File: config.mk
export PLATFORM = sky130hd
export DESIGN_NAME = wl53_stream
export DESIGN_NICKNAME = d
export VERILOG_FILES = /design/src/rtl/wl53_pkg.sv /design/src/rtl/wl53_phase.sv /design/src/rtl/wl53_lift.sv /design/src/rtl/wl53_oreg.sv /design/src/rtl/wl53_stream.sv
export SDC_FILE = /design/constraint.sdc
export NUM_CORES = 1
export LEC_CHECK = 0
export BUFFER_PORTS_ARGS = -buffer_cell sky130_fd_sc_hd__clkbuf_2
export CAP_MARGIN = 25
export CORE_ASPECT_RATIO = 1.75
export CORE_MARGIN = 10
export CORE_UTILIZATION = 50
export CTS_CLUSTER_SIZE = 16
export DETAILED_ROUTE_END_ITERATION = 8
export PLACE_DENSITY_LB_ADDON = 0.15
export SYNTH_ARGS = -nofsm -noshare
export SYNTH_HDL_FRONTEND = slang
export SYNTH_HIERARCHICAL = 1
export SYNTH_SLANG_ARGS = --single-unit
File: constraint.sdc
create_clock -name clk -period 14.9 [get_ports clk]
set_input_delay 1.49 -clock clk [delete_from_list [all_inputs] [get_ports clk]]
set_output_delay 1.49 -clock clk [all_outputs]
set_load 0.03 [all_outputs]
File: src/rtl/wl53_pkg.sv
package wl53_pkg;
  localparam int GUARD = 2;

  // role of the sample being accepted this cycle
  typedef enum logic [1:0] {
    K_EVEN_FIRST,  // position 0: store only
    K_EVEN_PAIR,   // even position >= 2: completes previous pair
    K_ODD_MID,     // odd position, not last: store only
    K_ODD_LAST     // position LINE_LEN-1: completes last pair with mirror
  } kind_e;
endpackage

File: src/rtl/wl53_phase.sv
module wl53_phase #(
  parameter int LINE_LEN = 16,
  parameter int PW = $clog2(LINE_LEN + 1)
) (
  input  logic            clk,
  input  logic            rst_n,
  input  logic            take_i,
  input  logic            sol_i,
  output wl53_pkg::kind_e kind_o,
  output logic            first_o
);
  import wl53_pkg::*;

  localparam logic [PW-1:0] LAST_POS = PW'(LINE_LEN - 1);

  logic [PW-1:0] cnt_q;
  logic [PW-1:0] pos;

  always_comb pos = sol_i ? '0 : cnt_q;

  always_comb begin
    if (pos == '0)          kind_o = K_EVEN_FIRST;
    else if (!pos[0])       kind_o = K_EVEN_PAIR;
    else if (pos == LAST_POS) kind_o = K_ODD_LAST;
    else                    kind_o = K_ODD_MID;
    first_o = ((kind_o == K_EVEN_PAIR) && (pos == PW'(2))) ||
              ((kind_o == K_ODD_LAST)  && (pos == PW'(1)));
  end

  always_ff @(posedge clk) begin
    if (!rst_n)      cnt_q <= '0;
    else if (take_i) cnt_q <= (pos == LAST_POS) ? '0 : pos + 1'b1;
  end
endmodule

File: src/rtl/wl53_lift.sv
module wl53_lift #(
  parameter int W  = 10,
  parameter int CW = W + wl53_pkg::GUARD
) (
  input  logic                 clk,
  input  logic                 rst_n,
  input  logic                 take_i,
  input  wl53_pkg::kind_e      kind_i,
  input  logic                 first_i,
  input  logic signed [W-1:0]  x_i,
  output logic                 emit_o,
  output logic signed [CW-1:0] lo_o,
  output logic signed [CW-1:0] hi_o
);
  import wl53_pkg::*;

  // predict: odd minus floor of the mean of its even neighbours
  function automatic logic signed [CW-1:0] lift_predict(
    input logic signed [CW-1:0] odd,
    input logic signed [CW-1:0] left,
    input logic signed [CW-1:0] right);
    logic signed [CW:0] sum;
    sum = {left[CW-1], left} + {right[CW-1], right};
    return odd - CW'(sum >>> 1);
  endfunction

  // update: even plus rounded quarter of the two adjacent highpass values
  function automatic logic signed [CW-1:0] lift_update(
    input logic signed [CW-1:0] even,
    input logic signed [CW-1:0] dn,
    input logic signed [CW-1:0] dm1);
    logic signed [CW+1:0] t;
    t = {{2{dn[CW-1]}}, dn} + {{2{dm1[CW-1]}}, dm1} + (CW+2)'(2);
    return even + CW'(t >>> 2);
  endfunction

  logic signed [CW-1:0] xe, s0_q, d0_q, dprev_q;
  logic signed [CW-1:0] right, odd, dm1;

  always_comb begin
    xe     = {{GUARD{x_i[W-1]}}, x_i};
    emit_o = (kind_i == K_EVEN_PAIR) || (kind_i == K_ODD_LAST);
    right  = (kind_i == K_ODD_LAST) ? s0_q : xe;   // mirror at right edge
    odd    = (kind_i == K_ODD_LAST) ? xe : d0_q;
    hi_o   = lift_predict(odd, s0_q, right);
    dm1    = first_i ? hi_o : dprev_q;             // mirror at left edge
    lo_o   = lift_update(s0_q, hi_o, dm1);
  end

  always_ff @(posedge clk) begin
    if (!rst_n) begin
      s0_q    <= '0;
      d0_q    <= '0;
      dprev_q <= '0;
    end else if (take_i) begin
      if ((kind_i == K_EVEN_FIRST) || (kind_i == K_EVEN_PAIR)) s0_q <= xe;
      else                                                    d0_q <= xe;
      if (emit_o) dprev_q <= hi_o;
    end
  end
endmodule

File: src/rtl/wl53_oreg.sv
module wl53_oreg #(
  parameter int CW = 12
) (
  input  logic                 clk,
  input  logic                 rst_n,
  input  logic                 load_i,
  input  logic signed [CW-1:0] lo_i,
  input  logic signed [CW-1:0] hi_i,
  input  logic                 last_i,
  input  logic                 ready_i,
  output logic                 valid_o,
  output logic signed [CW-1:0] lo_o,
  output logic signed [CW-1:0] hi_o,
  output logic                 last_o,
  output logic                 free_o
);
  always_comb free_o = !valid_o || ready_i;

  always_ff @(posedge clk) begin
    if (!rst_n) begin
      valid_o <= 1'b0;
      lo_o    <= '0;
      hi_o    <= '0;
      last_o  <= 1'b0;
    end else if (load_i) begin
      valid_o <= 1'b1;
      lo_o    <= lo_i;
      hi_o    <= hi_i;
      last_o  <= last_i;
    end else if (ready_i) begin
      valid_o <= 1'b0;
    end
  end
endmodule

File: src/rtl/wl53_stream.sv
module wl53_stream #(
  parameter int W        = 10,
  parameter int LINE_LEN = 16
) (
  input  logic                   clk,
  input  logic                   rst_n,
  input  logic                   in_valid,
  output logic                   in_ready,
  input  logic                   in_sol,
  input  logic signed [W-1:0]    in_sample,
  output logic                   out_valid,
  input  logic                   out_ready,
  output logic signed [W+1:0]    out_lo,
  output logic signed [W+1:0]    out_hi,
  output logic                   out_last
);
  import wl53_pkg::*;

  localparam int CW = W + GUARD;

  // named internal events, visible to the bound checker
  logic                 take;
  logic                 emit;
  logic                 first;
  kind_e                kind;
  logic signed [CW-1:0] lo_c, hi_c;

  always_comb take = in_valid && in_ready;

  wl53_phase #(.LINE_LEN(LINE_LEN)) phase_i (
    .clk(clk), .rst_n(rst_n), .take_i(take), .sol_i(in_sol),
    .kind_o(kind), .first_o(first));

  wl53_lift #(.W(W), .CW(CW)) lift_i (
    .clk(clk), .rst_n(rst_n), .take_i(take), .kind_i(kind), .first_i(first),
    .x_i(in_sample), .emit_o(emit), .lo_o(lo_c), .hi_o(hi_c));

  wl53_oreg #(.CW(CW)) oreg_i (
    .clk(clk), .rst_n(rst_n), .load_i(take && emit), .lo_i(lo_c), .hi_i(hi_c),
    .last_i(kind == K_ODD_LAST), .ready_i(out_ready), .valid_o(out_valid),
    .lo_o(out_lo), .hi_o(out_hi), .last_o(out_last), .free_o(in_ready));
endmodule

==> metrics.md, run 1 <==
| Metric | Value |
|---|---|
| Final period utilization | 0.617 |
| RSZ-0062 raised after global routing | no |
| Vias per inst | 5.60 |
| Wire per inst | 16.0 µm |
| Post-CTS resize count | 0 |
| Setup Buffers After CTS | 0 |
| Hold-fix buffers at CTS | 0 |
| Synth Register Bits | 63 |
| Syn. warnings | 6 |
| Number of enable flip-flop cells after synthesis | 0 |
| Finished Layout Cells | 738 |
| Synthesized area per cell | 8.83 µm² |
| CTS tree | done |
| Clock transition at the registers of the reported paths | 50 ps |
| Setup TNS | 0 ps |
| Vias in the first global route | 4,133 |
| Number of buffers created by CTS | 9 |
| Root Buffer | clkbuf_16 |
| Sequential area share after synthesis | 0.249 |
| Tmin final | 9200 ps |
| Ys flop type | dfxtp_1 |
| Die W | 96.1 µm |
| Leakage | 0.00260 µW |
| Post-route DRC | 0 |
| CP required | 15,130 ps |
| Antenna viol nets, final | 0 |
| Iteration-0 DRC Markers | 178 |
| All-Layer GR Usage | 0.172 |
| Worst skew pair latency | 340 ps |
| Gr ovfl total | 0 |
| Share of flip-flops with an asynchronous set or reset | 0 |
| Worst slew pin tran | 803 ps |
| Initial Utilization | 0.511 |
| Layout cells sized above 1 | 0.163 |
| Port Buffer Count | 41 |
| Area of the mapped netlist | 0.00507 mm² |
| Full die area | 0.0147 mm² |
| Placed cell areas | 0.00533 mm² |
| Final hold vios | 0 |
| Mapped Cells | 574 |
| Arrival @ worst endpoint | 9430 ps |
| Status | completed |
| Worst Skew | 4.26 ps |
| Pwr/cell area | 115 mW/mm² |
| Crit Path Max Fanout | 20 |
| Slew HR | 0.464 |
| I/O pin count | 42 |
| Slowest stage delay, CP | 660 ps |
| Cell mode on critical path | ha_1 |
| Syn-to-layout area delta | 11.4% |
| Row count | 48 |
| Detailed Place HPWL | 9.49 mm |
| Final GP Congestion | 0.847 |
| CTS sink count | 63 |
| Initial antenna violation count | 0 |
| Max-Cap Viols | 0 |
| Yosys cell types | 70 |
| Pin count of the biggest net entering global routing | 68 |
| Syn_nets | 649 |
| Fmax | 109 MHz |
| CP Capture Type | register |
| Max Root-Sink Buffers | 2 |
| VDD IR max | 0.0725 mV |
| DRT Wirelength | 11.8 mm |
| # setup viols final | 0 |
| H-tree depth | 3 |
| Antenna Cells | 0 |
| First-pass GRT wire length | 19.9 mm |
| Chip Height | 153 µm |
| Core Region | 0.00991 mm² |
| TritonRoute pass-1 iters | 4 |
| Placed cells | 722 |
| Vias | 4,132 |
| Final Slew Violations | 0 |
| Setup CP Type | primary input to register |
| Fin nets | 683 |
| Hold WC Path Type | register to register |
| Slowest stage cell, crit path | a21boi_0 |
| Post-route cell area | 0.00564 mm² |
| Element type at the critical path start | primary input |
routing by layer:
layer / track usage / vias to the layer above / part of all wire
li1: - / 2117 / -
met1: 0.176 / 1949 / 0.38
met2: 0.314 / 49 / 0.55
met3: 0.0270 / 17 / 0.029
met4: 0.0924 / 0 / 0.038
met5: 0 / - / 0
metrics by stage:
step / hold WS [ps] / total power [µW] / utilization / setup WS (ps)
2_1_floorplan: 432 / 380 / - / 6370
3_3_place_gp: 446 / 428 / 0.538 / 5630
3_5_place_dp: 454 / 433 / 0.538 / 5380
4_1_cts: 463 / 657 / 0.569 / 5710
5_1_grt: 488 / 693 / 0.569 / 4900
6_report: 461 / 649 / 0.569 / 5700
worst max-delay path, delay by kind of cell:
| family | cells | cell delay (ps) |
|---|---|---|
| simple gates | 8 | 1440 |
| xor+xnor | 3 | 690 |
| fa+ha+maj | 6 | 1710 |
| buf+inv | 3 | 280 |
| mux | 3 | 820 |
| compound gates | 14 | 2980 |
flip-flops by register name, summed over array words and instances, names as in the netlist:
| name | count |
|---|---|
| lift_i/dprev_q | 12 |
| oreg_i/last_o | 1 |
| phase_i/cnt_q | 5 |
| oreg_i/hi_o | 12 |
| lift_i/d0_q | 10 |
| oreg_i/valid_o | 1 |
| lift_i/s0_q | 10 |
| oreg_i/lo_o | 12 |
cell type report:
type	instances	area (µm²)
Timing Repair Buffer	44	228
Clock inverter	3	40.0
Multi-Input combinational cell	471	3620
Fill cell	933	4270
Sequential cell	63	1260
Tap cell	125	156
Clock buffer	13	270
Inverter	19	71.3
logic make-up after synthesis:
group / share of synthesized area
xor gates and xnor gates: 0.0580
and+or+nand+nor: 0.199
AOI/OAI and AO/OA: 0.177
muxes: 0.124
DFF: 0.249
buffers and inverters: 0.0385
adders and majority gates: 0.154
final timing paths:
check              startpoint  cells after the start  slack, ps              end
min reg2reg    lift_i/d0_q[7]                      2        460   lift_i/d0_q[7]
min            lift_i/d0_q[7]                      2        460   lift_i/d0_q[7]
max reg2reg  phase_i/cnt_q[0]                     36       6480  oreg_i/lo_o[11]
max                    in_sol                     37       5700  oreg_i/lo_o[11]
synthesized netlist by cell type, types with 3 or more instances:
cell / n / area share
xnor2_1: 18 / 0.031
o21a_1: 6 / 0.0089
o211ai_1: 3 / 0.0044
nand2_1: 73 / 0.054
xor2_1: 11 / 0.019
clkbuf_1: 16 / 0.012
nand2b_1: 11 / 0.014
or2_2: 3 / 0.0037
nand3_1: 7 / 0.0069
mux2_2: 25 / 0.056
mux2i_1: 31 / 0.061
inv_1: 18 / 0.013
dfxtp_1: 63 / 0.25
o21bai_1: 4 / 0.0059
and2_1: 8 / 0.0099
a21oi_1: 27 / 0.027
a21boi_0: 28 / 0.041
o211a_1: 5 / 0.0099
nor2b_1: 34 / 0.042
nand4_1: 6 / 0.0074
and3_1: 3 / 0.0037
nor3_1: 11 / 0.011
ha_1: 56 / 0.14
a21o_1: 15 / 0.022
fa_1: 4 / 0.016
nor2_1: 22 / 0.016
a211oi_1: 3 / 0.0044
or3_1: 5 / 0.0062
o21ai_0: 12 / 0.012
power by group:
part | internal, µW | switching [µW] | leakage, µW
clock | 143 | 75.6 | 0.000156
sequential | 177 | 6.82 | 0.000512
combinational | 107 | 140 | 0.00194
total | 426 | 222 | 0.00260
layout by cell type, fill, tap and decap left out, types with 3 or more instances in the layout:
cell type / n
nand3_1: 7
clkbuf_16: 9
nor2_1: 22
ha_1: 56
and3_1: 3
nor3_1: 11
o21bai_1: 4
clkbuf_2: 41
o21ai_0: 12
o211a_1: 5
o211ai_1: 3
nand4_1: 6
nand2b_1: 11
a21oi_1: 27
fa_1: 4
and2_1: 8
mux2i_1: 31
nand2_1: 73
buf_4: 3
a211oi_1: 3
clkbuf_8: 3
o21a_1: 6
or2_2: 3
dfxtp_1: 63
a21o_1: 15
mux2_2: 25
or3_1: 5
xor2_1: 11
nor2b_1: 34
inv_1: 18
a21boi_0: 28
xnor2_1: 18
Power figures use the tool's default switching activity.
==> run 2: changes to the inputs <==
==> constraint.sdc (replaced) <==
create_clock -name clk -period 8.75 [get_ports clk]
set_input_delay 0.875 -clock clk [delete_from_list [all_inputs] [get_ports clk]]
set_output_delay 0.875 -clock clk [all_outputs]
set_load 0.03 [all_outputs]
==> run 2 against run 1 <==
First-iteration DRC count decreased by 13%. Flip-flop and latch count unchanged. Global-route usage about the same. Wire length increased by 3.9%. Register-to-register slack got worse by 5500 ps. Via count increased by 1.3%. Sequential power increased by 70%. Sequential share of layout area decreased by 0.13 points. Design area increased by 0.60%. Power increased by 73%. Clock power increased by 74%. Largest power group unchanged. Highest routed layer unchanged.
==> metrics.md, run 2 (synthesis results as in run 1) <==
| Metric | Value |
|---|---|
| Final GP Congestion | 0.831 (was 0.847) |
| CP Capture Type | register (unchanged) |
| Slowest stage cell, crit path | or3_1 (was a21boi_0) |
| Most frequent cells in the layout | nand2_1, dfxtp_1, ha_1 (unchanged) |
| Chip Height | 153 µm (unchanged) |
| Worst skew pair latency | 330 ps (was 340 ps) |
| Fin nets | 688 (was 683) |
| Cell mode on critical path | ha_1 (unchanged) |
| Element type at the critical path start | primary input (unchanged) |
| TritonRoute pass-1 iters | 4 (unchanged) |
| Slew HR | 0.418 (was 0.464) |
| Final Slew Violations | 0 (unchanged) |
| Regs by FF count | lift_i/dprev_q: 12 flops, oreg_i/hi_o: 12 flops, oreg_i/lo_o: 12 flops (unchanged) |
| Syn-to-layout area delta | 12.1% (was 11.4%) |
| Detailed Place HPWL | 9.60 mm (was 9.49 mm) |
| I/O pin count | 42 (unchanged) |
| Leakage | 0.00262 µW (was 0.00260 µW) |
| Layout cells sized above 1 | 0.167 (was 0.163) |
| CP Depth | 35 (was 37) |
| CTS tree | done (unchanged) |
| Vias | 4,187 (was 4,132) |
| Placement-stage worst setup slack | 557 ps (was 5380 ps) |
| Root Buffer | clkbuf_16 (unchanged) |
| Initial Utilization | 0.511 (unchanged) |
| DRT Wirelength | 12.3 mm (was 11.8 mm) |
| Setup Buffers After CTS | 0 (unchanged) |
| Vias in the first global route | 4,202 (was 4,133) |
| Full die area | 0.0147 mm² (unchanged) |
| Arrival @ worst endpoint | 8190 ps (was 9430 ps) |
| Antenna Cells | 0 (unchanged) |
| Placed cells | 727 (was 722) |
| Setup TNS | 0 ps (unchanged) |
| Register area | 0.00126 mm² (unchanged) |
| All-Layer GR Usage | 0.172 (about the same) |
| RR Endpoint | oreg_i/lo_o[11] (unchanged) |
| Setup CP Type | primary input to register (unchanged) |
| R2R Setup Slk | 950 ps (was 6480 ps) |
| Max-Cap Viols | 0 (unchanged) |
| Final worst setup slack | 784 ps (was 5700 ps) |
| Core Region | 0.00991 mm² (unchanged) |
| WP buf/inv | 2 (was 3) |
| Vias per inst | 5.64 (was 5.60) |
| Hold path depth | 2 (unchanged) |
| Finished Layout Cells | 743 (was 738) |
| Wire per inst | 16.5 µm (was 16.0 µm) |
| Worst setup path start | in_sol (unchanged) |
| Clock transition at the registers of the reported paths | 50 ps (about the same) |
| Crit Path Max Fanout | 7 (was 20) |
| Fmax | 126 MHz |
| Crit-path leading delay family | compound AO/OA/AOI/OAI gates (unchanged) |
| Iteration-0 DRC Markers | 154 (was 178) |
| Worst slew pin tran | 871 ps (was 803 ps) |
| Hold-fix buffers at CTS | 0 (unchanged) |
| # setup viols final | 0 (unchanged) |
| Final hold vios | 0 (unchanged) |
| Status | completed (unchanged) |
| CP required | 8970 ps (was 15,130 ps) |
| VDD IR max | 0.123 mV (was 0.0725 mV) |
| Worst reg2reg startpoint | phase_i/cnt_q[0] (unchanged) |
| Die W | 96.1 µm (unchanged) |
| Worst Skew | 11.4 ps (was 4.26 ps) |
| Number of buffers created by CTS | 9 (unchanged) |
| Port Buffer Count | 41 (unchanged) |
| Gr ovfl total | 0 (unchanged) |
| Fillers | 900 (was 933) |
| Tmin final | 7970 ps |
| Post-CTS resize count | 0 (unchanged) |
| Row count | 48 (unchanged) |
| Most common cell after layout, fill and taps aside | nand2_1 (unchanged) |
| RSZ-0062 raised after global routing | no (unchanged) |
| CTS sink count | 63 (unchanged) |
| Antenna viol nets, final | 0 (unchanged) |
| Initial antenna violation count | 0 (unchanged) |
| Pin count of the biggest net entering global routing | 68 (unchanged) |
| Power, Total | 1120 µW (was 649 µW) |
| Pwr/cell area | 198 mW/mm² (was 115 mW/mm²) |
| Post-route DRC | 0 (unchanged) |
| Hold WC Path Type | register to register (unchanged) |
| Final period utilization | 0.910 |
| Slowest stage delay, CP | 410 ps (was 660 ps) |
| Max Root-Sink Buffers | 2 (unchanged) |
| FF-to-FF path depth | 34 (was 36) |
| First-pass GRT wire length | 20.2 mm (was 19.9 mm) |
| Multi-input gate area | 0.00362 mm² (unchanged) |
| H-tree depth | 3 (unchanged) |
| Crit path to | oreg_i/lo_o[11] (unchanged) |
run 2: cell types whose count changed in the layout (fill, tap and decap cells not counted):
cell | previous run | this run
buf_4 | 3 | 8
bufinv_16 | 1 | 2
clkbuf_1 | 1 | 3
clkbuf_8 | 3 | 0
run 2: how the worst min path moves through the flow:
stage,slack (ps),end,startpoint
global route,480,lift_i/dprev_q[2],lift_i/dprev_q[2]
detailed placement,460,lift_i/d0_q[4],lift_i/d0_q[4]
finish,460,lift_i/d0_q[8],lift_i/d0_q[8]
CTS,470,lift_i/d0_q[4],lift_i/d0_q[4]
floorplan,430,phase_i/cnt_q[4],phase_i/cnt_q[4]
global placement,450,phase_i/cnt_q[4],phase_i/cnt_q[4]
run 2: per-stage QoR:
step	instance area, µm²	utilization	hold WS (ps)
global placement	5370	0.542	447
floorplan	5070	-	432
detailed placement	5370	0.542	458
finish	5680	0.573	464
global route	5680	0.573	484
CTS	5680	0.573	467
run 2: final cells by class:
type                    instances  share of cell area
flip-flops and latches         63               0.222
clock inverters                 4              0.0123
inverters                      19              0.0126
well taps                     125              0.0276
multi-input cells             471               0.637
clock buffers                  12              0.0417
repair buffers                 49              0.0467
run 2: layer usage:
layer,vias to the layer above,share of wire,track usage,routed length (µm)
li1,2119,-,-,-
met5,-,0,0,0
met1,1992,0.39,0.176,4810
met2,58,0.55,0.322,6730
met3,18,0.027,0.0221,328
met4,0,0.034,0.0805,422
run 2: power by group:
group / internal (µW) / leakage [µW] / total [µW] / switching [µW]
clock network: 249 / 0.000151 / 380 / 132
logic: 188 / 0.00196 / 430 / 243
registers: 302 / 0.000512 / 313 / 11.7
run 2: tightest hold or removal path: cells and delay by family, from the launching register on:
kind / cells / cell delay, ps
flip-flops: 1 / 300
AO/OA/AOI/OAI: 1 / 60
AND/OR/NAND/NOR: 1 / 50
==> run 3: changes to the inputs <==
--- a/config.mk
+++ b/config.mk
@@ -5,14 +5,14 @@
 export SDC_FILE = /design/constraint.sdc
 export NUM_CORES = 1
 export LEC_CHECK = 0
+export ABC_CLOCK_PERIOD_IN_PS = 8750
 export BUFFER_PORTS_ARGS = -buffer_cell sky130_fd_sc_hd__clkbuf_2
 export CAP_MARGIN = 25
 export CORE_ASPECT_RATIO = 1.75
-export CORE_MARGIN = 10
 export CORE_UTILIZATION = 50
 export CTS_CLUSTER_SIZE = 16
 export DETAILED_ROUTE_END_ITERATION = 8
-export PLACE_DENSITY_LB_ADDON = 0.15
+export PLACE_DENSITY = 0.69
 export SYNTH_ARGS = -nofsm -noshare
 export SYNTH_HDL_FRONTEND = slang
 export SYNTH_HIERARCHICAL = 1
==> run 3 against run 2 <==
First-iteration DRC count down 16%. Global-route usage up 6.1 points. Critical path depth rose by 2. Wire length is 4.2% lower. Clock-buffer cell count up 1. Sequential power hardly changed. Largest cell class unchanged. Largest power group unchanged.
==> metrics.md, run 3 (synthesis results as in run 1) <==
| Metric | Value |
|---|---|
| Power, Total | 1070 µW (was 1120 µW) |
| Post-route DRC | 0 (unchanged) |
| Wire per inst | 16.0 µm (was 16.5 µm) |
| Antenna Cells | 0 (unchanged) |
| Port Buffer Count | 41 (unchanged) |
| H-tree depth | 3 (unchanged) |
| Slew HR | 0.516 (was 0.418) |
| Final hold vios | 0 (unchanged) |
| Setup TNS | 0 ps (unchanged) |
| Hold WC Path Type | register to register (unchanged) |
| VDD IR max | 0.108 mV (was 0.123 mV) |
| Full die area | 0.0106 mm² (was 0.0147 mm²) |
| Crit Path Max Fanout | 19 (was 7) |
| Total net switching power | 378 µW (was 386 µW) |
| Placement-stage worst setup slack | 481 ps (was 557 ps) |
| Cell mode on critical path | ha_1 (unchanged) |
| Internal power | 688 µW (was 738 µW) |
| Fmax | 126 MHz (about the same) |
| Status | completed (unchanged) |
| Chip Height | 135 µm (was 153 µm) |
| Die W | 78.1 µm (was 96.1 µm) |
| Slowest stage cell, crit path | a21boi_0 (was or3_1) |
| Slowest stage delay, CP | 380 ps (was 410 ps) |
| CP required | 8970 ps (about the same) |
| # setup viols final | 0 (unchanged) |
| Final Util | 0.570 (was 0.573) |
| Initial Utilization | 0.514 (was 0.511) |
| Final period utilization | 0.910 (about the same) |
| Final Slew Violations | 0 (unchanged) |
| Final GP Congestion | 0.855 (was 0.831) |
| Fin nets | 685 (was 688) |
| Flop pwr share | 0.294 (was 0.279) |
| Fillers | 919 (was 900) |
| Initial antenna violation count | 0 (unchanged) |
| Antenna viol nets, final | 0 (unchanged) |
| Regs by FF count | lift_i/dprev_q: 12 flops, oreg_i/hi_o: 12 flops, oreg_i/lo_o: 12 flops (unchanged) |
| TritonRoute pass-1 iters | 4 (unchanged) |
| Pin count of the biggest net entering global routing | 68 (unchanged) |
| CTS tree | done (unchanged) |
| Detailed Place HPWL | 9.25 mm (was 9.60 mm) |
| Post-CTS resize count | 0 (unchanged) |
| Vias | 4,212 (was 4,187) |
| Crit-path leading delay family | compound AO/OA/AOI/OAI gates (unchanged) |
| Worst Skew | 8.22 ps (was 11.4 ps) |
| CP Capture Type | register (unchanged) |
| Combinational Power Share | 0.398 (was 0.383) |
| RSZ-0062 raised after global routing | no (unchanged) |
| Row count | 48 (unchanged) |
| Syn-to-layout area delta | 10.8% (was 12.1%) |
| Element type at the critical path start | primary input (unchanged) |
| Clock transition at the registers of the reported paths | 50 ps (about the same) |
| Worst skew pair latency | 340 ps (was 330 ps) |
| I/O pin count | 42 (unchanged) |
| Vias in the first global route | 4,106 (was 4,202) |
| Number of buffers created by CTS | 9 (unchanged) |
| Vias per inst | 5.71 (was 5.64) |
| Setup Buffers After CTS | 0 (unchanged) |
| Tmin final | 7960 ps (was 7970 ps) |
| Gr ovfl total | 0 (unchanged) |
| All-Layer GR Usage | 0.233 (was 0.172) |
| Iteration-0 DRC Markers | 130 (was 154) |
| First-pass GRT wire length | 18.8 mm (was 20.2 mm) |
| Max Root-Sink Buffers | 2 (unchanged) |
| Hold-fix buffers at CTS | 0 (unchanged) |
| Final worst setup slack | 791 ps (was 784 ps) |
| Root Buffer | clkbuf_16 (unchanged) |
| Most frequent cells in the layout | nand2_1, dfxtp_1, ha_1 (unchanged) |
| Clock network power share | 0.308 (was 0.338) |
| Switching Share | 0.355 (was 0.344) |
| Most common cell after layout, fill and taps aside | nand2_1 (unchanged) |
| Setup CP Type | primary input to register (unchanged) |
| Layout cells sized above 1 | 0.162 (was 0.167) |
| Core Region | 0.00985 mm² (was 0.00991 mm²) |
| DRT Wirelength | 11.8 mm (was 12.3 mm) |
| Pwr/cell area | 190 mW/mm² (was 198 mW/mm²) |
| Max-Cap Viols | 0 (unchanged) |
| Arrival @ worst endpoint | 8180 ps (was 8190 ps) |
| WP buf/inv | 3 (was 2) |
| CTS sink count | 63 (unchanged) |
| Leakage | 0.00259 µW (was 0.00262 µW) |
| Worst slew pin tran | 725 ps (was 871 ps) |
## run 3: cell count changes in the layout (fill, tap and decap cells not counted)
cell	delta
clkbuf_8	+2
clkbuf_1	-1
buf_4	-3
bufinv_16	-2
clkinv_2	-1
## run 3: path summary, 6_finish.rpt
check                           slack [ps]              from  cells after the start              end
worst min-delay path                   460    lift_i/d0_q[6]                      2   lift_i/d0_q[6]
worst max register to register         950  phase_i/cnt_q[0]                     36  oreg_i/lo_o[11]
worst max-delay path                   790            in_sol                     37  oreg_i/lo_o[11]
worst min register to register         460    lift_i/d0_q[6]                      2   lift_i/d0_q[6]
## run 3: worst register-to-register path: cells and delay by family (launching register included)
kind	cells	cell delay (ps)
buffers and inverters	2	300
AND/OR/NAND/NOR	9	1330
flip-flops	1	460
AO/OA/AOI/OAI	13	2610
multiplexers	3	660
adder cells (fa/ha/maj)	6	1610
XOR/XNOR	3	710
## run 3: area by class of cell
type | instances | area [µm²] | share of cell area
Multi-Input combinational cell | 471 | 3620 | 0.644
Sequential cell | 63 | 1260 | 0.225
Clock buffer | 13 | 260 | 0.0464
Timing Repair Buffer | 46 | 243 | 0.0432
Tap cell | 125 | 156 | 0.0279
Inverter | 19 | 71.3 | 0.0127
Clock inverter | 1 | 5.00 | 0.000892
## run 3: power by group through the flow
stage	clock network, µW	logic [µW]	registers (µW)
floorplan	0	316	331
CTS	337	425	313
detailed placement	0	421	319
global route	346	468	315
global placement	0	408	319
finish	329	424	313
## run 3: metal layers
metal	track usage	up-vias	routed length (µm)
li1	-	2122	-
met1	0.220	1987	4480
met2	0.443	71	6370
met3	0.0485	32	314
met4	0.150	0	615
met5	0	-	0
## run 3: metrics by stage
step                hold slack, ps  cell area [µm²]  cells
global placement               448             5350    724
finish                         463             5610    738
CTS                            467             5610    738
global route                   482             5610    738
floorplan                      432             5070    574
detailed placement             458             5350    724
